`src/rtl/protGuardPkg.sv`:
```
package protGuardPkg;

  typedef enum logic [2:0] {
    OP_PAGE_WR    = 3'd0,
    OP_PAGE_PROG  = 3'd1,
    OP_PAGE_ERASE = 3'd2,
    OP_SUB_ERASE  = 3'd3,
    OP_SECT_ERASE = 3'd4,
    OP_BULK_ERASE = 3'd5
  } flashOp_e;

  // Strobes from control to datapath
  typedef struct packed {
    logic sregLoad;
    logic lockLoad;
  } guardStrobe_t;

  localparam int unsigned LOCK_REG_W = 8;

endpackage

```
`src/rtl/protGuardPath.sv`:
```
module protGuardPath
  import protGuardPkg::*;
#(
  parameter int unsigned NUM_SECT = 4,
  localparam int unsigned SIDX_W = $clog2(NUM_SECT)
) (
  input  logic                  clk,
  input  logic                  rstN,
  input  guardStrobe_t          stb,
  input  logic [1:0]            sregWrBp,
  input  logic                  sregWrFreeze,
  input  logic [SIDX_W-1:0]     lockWrSect,
  input  logic                  lockWrLockBit,
  input  logic                  lockWrDownBit,
  input  logic [SIDX_W-1:0]     lockRdSect,
  output logic [1:0]            curBp,
  output logic                  curFreeze,
  output logic [NUM_SECT-1:0]   protVec,
  output logic [NUM_SECT-1:0]   lockDownVec,
  output logic [LOCK_REG_W-1:0] lockRdData
);

  logic [1:0]          bpQ;
  logic                freezeQ;
  logic [NUM_SECT-1:0] wrLockQ;
  logic [NUM_SECT-1:0] downQ;
  logic [SIDX_W:0]     bpCount;
  logic [SIDX_W:0]     bpFloor;

  always_ff @(posedge clk or negedge rstN) begin
    if (!rstN) begin
      bpQ     <= 2'b00;
      freezeQ <= 1'b0;
    end else if (stb.sregLoad) begin
      bpQ     <= sregWrBp;
      freezeQ <= sregWrFreeze;
    end
  end

  for (genvar s = 0; s < NUM_SECT; s++) begin : g_sect
    always_ff @(posedge clk or negedge rstN) begin
      if (!rstN) begin
        wrLockQ[s] <= 1'b0;
        downQ[s]   <= 1'b0;
      end else if (stb.lockLoad && (lockWrSect == SIDX_W'(s))) begin
        wrLockQ[s] <= lockWrLockBit;
        downQ[s]   <= lockWrDownBit;
      end
    end

    assign protVec[s] = wrLockQ[s] | ((SIDX_W+1)'(s) >= bpFloor);

    // a locked-down sector keeps its lock state until reset
    p_lockdown_hold_r8: assert property (@(posedge clk) disable iff (!rstN)
      downQ[s] |=> ($stable(wrLockQ[s]) && $stable(downQ[s])));
  end

  // Number of top sectors covered by the region code
  always_comb begin
    unique case (bpQ)
      2'b00:   bpCount = '0;
      2'b01:   bpCount = (SIDX_W+1)'(NUM_SECT / 4);
      2'b10:   bpCount = (SIDX_W+1)'(NUM_SECT / 2);
      default: bpCount = (SIDX_W+1)'(NUM_SECT);
    endcase
    bpFloor = (SIDX_W+1)'(NUM_SECT) - bpCount;
  end

  assign curBp       = bpQ;
  assign curFreeze   = freezeQ;
  assign lockDownVec = downQ;
  assign lockRdData  = {{(LOCK_REG_W-2){1'b0}}, downQ[lockRdSect], wrLockQ[lockRdSect]};

endmodule

```
`src/rtl/protGuardCtrl.sv`:
```
module protGuardCtrl
  import protGuardPkg::*;
#(
  parameter int unsigned NUM_SECT = 4,
  localparam int unsigned SIDX_W = $clog2(NUM_SECT)
) (
  input  logic                clk,
  input  logic                rstN,
  input  logic                wpPinN,
  input  logic                reqValid,
  input  logic [2:0]          reqOp,
  input  logic [SIDX_W-1:0]   reqSect,
  input  logic                sregWrEn,
  input  logic                lockWrEn,
  input  logic [SIDX_W-1:0]   lockWrSect,
  input  logic [1:0]          curBp,
  input  logic                curFreeze,
  input  logic [NUM_SECT-1:0] protVec,
  input  logic [NUM_SECT-1:0] lockDownVec,
  output guardStrobe_t        stb,
  output logic                reqAllow
);

  logic hwFrozen;
  assign hwFrozen = curFreeze && !wpPinN;

  always_comb begin
    stb.sregLoad = sregWrEn && !hwFrozen;
    stb.lockLoad = lockWrEn && !lockDownVec[lockWrSect];
  end

  always_comb begin
    reqAllow = 1'b0;
    if (reqValid) begin
      case (flashOp_e'(reqOp))
        OP_PAGE_WR, OP_PAGE_PROG, OP_PAGE_ERASE,
        OP_SUB_ERASE, OP_SECT_ERASE: reqAllow = !protVec[reqSect];
        OP_BULK_ERASE:               reqAllow = !(|protVec);
        default:                     reqAllow = 1'b0;
      endcase
    end
  end

  // full-array region code denies everything
  p_bp_all_r5: assert property (@(posedge clk) disable iff (!rstN)
    (reqValid && curBp == 2'b11) |-> !reqAllow);

  // any region protection blocks a bulk erase
  p_bulk_deny_r10: assert property (@(posedge clk) disable iff (!rstN)
    (reqValid && reqOp == 3'd5 && curBp != 2'b00) |-> !reqAllow);

  // no request or an undefined code never allows
  p_idle_deny_r11: assert property (@(posedge clk) disable iff (!rstN)
    (!reqValid || reqOp > 3'd5) |-> !reqAllow);

endmodule

```
`src/rtl/flashProtGuard.sv`:
```
module flashProtGuard
  import protGuardPkg::*;
#(
  parameter int unsigned ADDR_W     = 24,
  parameter int unsigned SECT_OFS_W = 16,
  parameter int unsigned NUM_SECT   = 4,
  localparam int unsigned SIDX_W    = $clog2(NUM_SECT),
  localparam int unsigned SIDX_HI   = SECT_OFS_W + SIDX_W
) (
  input  logic                  clk,
  input  logic                  rstN,
  input  logic                  wpPinN,
  input  logic                  reqValid,
  input  logic [2:0]            reqOp,
  input  logic [ADDR_W-1:0]     reqAddr,
  output logic                  reqAllow,
  input  logic                  sregWrEn,
  input  logic [1:0]            sregWrBp,
  input  logic                  sregWrFreeze,
  input  logic                  lockWrEn,
  input  logic [ADDR_W-1:0]     lockWrAddr,
  input  logic [LOCK_REG_W-1:0] lockWrData,
  input  logic [ADDR_W-1:0]     lockRdAddr,
  output logic [LOCK_REG_W-1:0] lockRdData
);

  guardStrobe_t        stb;
  logic [1:0]          curBp;
  logic                curFreeze;
  logic [NUM_SECT-1:0] protVec;
  logic [NUM_SECT-1:0] lockDownVec;
  logic [SIDX_W-1:0]   reqSect;
  logic [SIDX_W-1:0]   lockWrSect;
  logic [SIDX_W-1:0]   lockRdSect;

  assign reqSect    = reqAddr[SECT_OFS_W +: SIDX_W];
  assign lockWrSect = lockWrAddr[SECT_OFS_W +: SIDX_W];
  assign lockRdSect = lockRdAddr[SECT_OFS_W +: SIDX_W];

  // Bits outside the sector index carry no protection meaning
  logic unusedBits;
  assign unusedBits = ^{reqAddr[ADDR_W-1:SIDX_HI], reqAddr[SECT_OFS_W-1:0],
                        lockWrAddr[ADDR_W-1:SIDX_HI], lockWrAddr[SECT_OFS_W-1:0],
                        lockRdAddr[ADDR_W-1:SIDX_HI], lockRdAddr[SECT_OFS_W-1:0],
                        lockWrData[LOCK_REG_W-1:2]};

  protGuardCtrl #(.NUM_SECT(NUM_SECT)) u_ctrl (
    .clk         (clk),
    .rstN        (rstN),
    .wpPinN      (wpPinN),
    .reqValid    (reqValid),
    .reqOp       (reqOp),
    .reqSect     (reqSect),
    .sregWrEn    (sregWrEn),
    .lockWrEn    (lockWrEn),
    .lockWrSect  (lockWrSect),
    .curBp       (curBp),
    .curFreeze   (curFreeze),
    .protVec     (protVec),
    .lockDownVec (lockDownVec),
    .stb         (stb),
    .reqAllow    (reqAllow)
  );

  protGuardPath #(.NUM_SECT(NUM_SECT)) u_path (
    .clk           (clk),
    .rstN          (rstN),
    .stb           (stb),
    .sregWrBp      (sregWrBp),
    .sregWrFreeze  (sregWrFreeze),
    .lockWrSect    (lockWrSect),
    .lockWrLockBit (lockWrData[0]),
    .lockWrDownBit (lockWrData[1]),
    .lockRdSect    (lockRdSect),
    .curBp         (curBp),
    .curFreeze     (curFreeze),
    .protVec       (protVec),
    .lockDownVec   (lockDownVec),
    .lockRdData    (lockRdData)
  );

  // with the pin low, a set freeze bit holds the status fields
  p_frozen_sr_r6: assert property (@(posedge clk) disable iff (!rstN)
    (curFreeze && !wpPinN) |=> ($stable(curBp) && curFreeze));

endmodule

```
`config.mk`:
```
export PLATFORM = sky130hd
export DESIGN_NAME = flashProtGuard
export DESIGN_NICKNAME = d
export VERILOG_FILES = /design/src/rtl/protGuardPkg.sv /design/src/rtl/protGuardPath.sv /design/src/rtl/protGuardCtrl.sv /design/src/rtl/flashProtGuard.sv
export SDC_FILE = /design/constraint.sdc
export NUM_CORES = 1
export LEC_CHECK = 0
export BUFFER_PORTS_ARGS = -buffer_cell sky130_fd_sc_hd__buf_2
export CAP_MARGIN = 20
export CORE_MARGIN = 5
export CORE_UTILIZATION = 25
export DETAILED_ROUTE_END_ITERATION = 6
export GPL_ROUTABILITY_DRIVEN = 0
export PLACE_DENSITY_LB_ADDON = 0.3
export SLEW_MARGIN = 20
export SYNTH_ARGS = -nofsm -noshare
export SYNTH_HDL_FRONTEND = slang
export SYNTH_SLANG_ARGS = --single-unit
export TNS_END_PERCENT = 10
```
`constraint.sdc`:
```
create_clock -name clk -period 1.4 [get_ports clk]
set_clock_uncertainty 0.2 [all_clocks]
set_input_delay 0.14 -clock clk [delete_from_list [all_inputs] [get_ports clk]]
set_output_delay 0.14 -clock clk [all_outputs]
set_load 0.01 [all_outputs]
```
==> flow_summary.ini <==
[status]
outcome = complete, but fails checks
violations = setup timing

[cells_and_area]
syn_to_final_growth_pct = 44.27
antenna_cells = 0
finish.utilization_pct = 36.88
nets = 182
drive_gt1_share_pct = 47.19

[global_route]
grt.met1_usage_pct = 10.49
grt_pass1_vias = 536
grtUsageTotal_pct = 8.827
overflow = 0
met3_usage_pct = 4.320
busiest_layer = met2
grt_pass1_wl_um = 2339
grt_util_met2_pct = 14.35
antenna_found_initial = 0
grt_max_degree = 12

[logic_synthesis]
yosys_most_used_dff = dfrtp_1
synth_edf_count = 0
synth_cell_types = 24
syn_inst = 53
synth-seq-area-share_pct = 44.27
synth-seq-cells = 11
avgSynthCellArea_um2 = 11.73
synth_warnings = 0
syn-cell-area_um2 = 621.8
synth_async_sr_flop_share_pct = 100.0

[clock_tree]
clk_latency_ps = 270
clock-sinks = 11
cts-root-buf = clkbuf_4
cts_made_buffers = 3
cts_buffer_depth = 2
cts-htree-levels = 1
post_cts_buffers = 0
clkTransAtPathRegs_ps = 70
cts_tree = built

[sta]
slew_viol_final = 0
setup_viol = 3
finalWorstSetupSlack_ps = -275.8
setup_tns_ps = -734.5
rsz0062_at_grt = true
hold_violations = 0
min_period_ps = 1676
fmax_mhz = 596.7
period_share_pct = 119.7

[job]
cap_violations = 0

[placement]
io_buffers = 22
hpwl_um = 1114

[worst_setup_path]
cp.arrival_ps = 1340
worst_ep_required_time_ps = 1060
cp-start-kind = register
cp-end-kind = output port
path_max_fanout = 4
crit_type = reg -> out

[power_and_ir_drop]
vdd_drop_max_uv = 660.0
power_uw = 907.9
leakagePower_uw = 0.0003936
p_per_area_nw_per_um2 = 1012

[route]
viasPerCell = 4.496
drcViolationCount = 0
first_pass_iters = 2
num_vias = 535
wl_per_cell_um = 11.51
ant_nets = 0
drtIter0Drc = 2
drt-total-wl_um = 1370

[floorplan]
die_w_um = 59.88
core-area_um2 = 2432
placementRows = 18
pin_count = 101
die-area_um2 = 3585
initial_core_util_pct = 25.57
die_h_um = 59.88

[worst_hold_path]
min_path_type = in -> reg
-- worst max-delay path, cell delays in order (launching register included) --
cell	delay (ps)
dfrtp_1	410
nor4_1	300
nand4b_1	130
o21ai_1	80
buf_2	140
-- final cells by class --
cell class                      count  area, um^2
Multi-Input combinational cell     39       322.8
Timing Repair Buffer               33       227.7
Sequential cell                    11       275.3
Tap cell                           30       37.54
Inverter                            2       7.507
Clock buffer                        4       26.28
Fill cell                         257        1535
-- kinds of logic after synthesis --
group,count (synthesis),share of synthesized area (%)
flops,11,44.26
simple gates,13,13.08
compound gates,11,13.28
mux,9,20.32
buf+inv,8,8.449
other cells,1,0.6030
-- sequential cells by signal, indices dropped and copies added (netlist names) --
| name | cells |
|---|---|
| u_path.lockDownVec | 4 |
| u_path.wrLockQ | 4 |
| u_path.curBp | 2 |
| u_path.curFreeze | 1 |
-- cell usage in the layout (no fill, tap or decap), types with 3 or more instances in the layout --
master	count
nand2_1	3
dfrtp_1	11
clkbuf_4	3
mux2_2	5
conb_1	6
dlygate4sd3_1	9
buf_2	20
-- cell usage after synthesis, drive strengths merged, types with 2 or more instances --
master  number  area share, %
a31o         2            2.8
a41o         2            3.6
nand2        3            1.8
o21ai        4            3.2
nor2b        2            2.0
mux2         6             11
mux4         2            7.2
nor3b        2            2.4
dfrtp       11             44
buf          6            7.2
inv          2            1.2
-- worst paths after layout --
kind	from	endpoint	slack (ps)	depth (start not counted)
max reg2reg	u_path.lockDownVec[3]	u_path.wrLockQ[3]	30	2
min reg2reg	u_path.lockDownVec[2]	u_path.lockDownVec[2]	290	1
min in group asynchronous	rstN	u_path.wrLockQ[2]	70	2
max	u_path.wrLockQ[3]	reqAllow	-280	4
min	lockWrAddr[16]	u_path.lockDownVec[0]	20	3
max in group asynchronous	rstN	u_path.curFreeze	720	2
-- routing by layer --
| metal | wire length [um] | vias to the layer above |
|---|---|---|
| met4 | 0 | 0 |
| li1 | - | 267 |
| met5 | 0 | - |
| met3 | 116 | 0 |
| met2 | 666 | 20 |
| met1 | 587 | 248 |
-- power breakdown --
group / switching, uW / internal (uW)
logic: 91.3 / 163
registers: 62.2 / 379
clock network: 102 / 110
-- what timing repair did --
action | in CTS | in global routing
pin swaps | 1 | 0
hold endpoints to repair | 22 | 0
hold buffers | 9 | 0
gates resized for setup | 2 | 4
endpoints found under the setup margin | 3 | 6
-- per-stage QoR --
step / setup slack [ps] / area, um^2 / instances / hold WS (ps)
4_1_cts: -293.4 / 880.8 / 119 / 9.769
5_1_grt: -386.2 / 897.1 / 119 / 37.32
2_1_floorplan: 67.80 / 640.6 / 58 / -355.6
6_report: -275.8 / 897.1 / 119 / 18.18
3_3_place_gp: -36.38 / 758.2 / 106 / -180.2
3_5_place_dp: -49.73 / 758.2 / 106 / -174.8
Power figures use the tool's default switching activity.
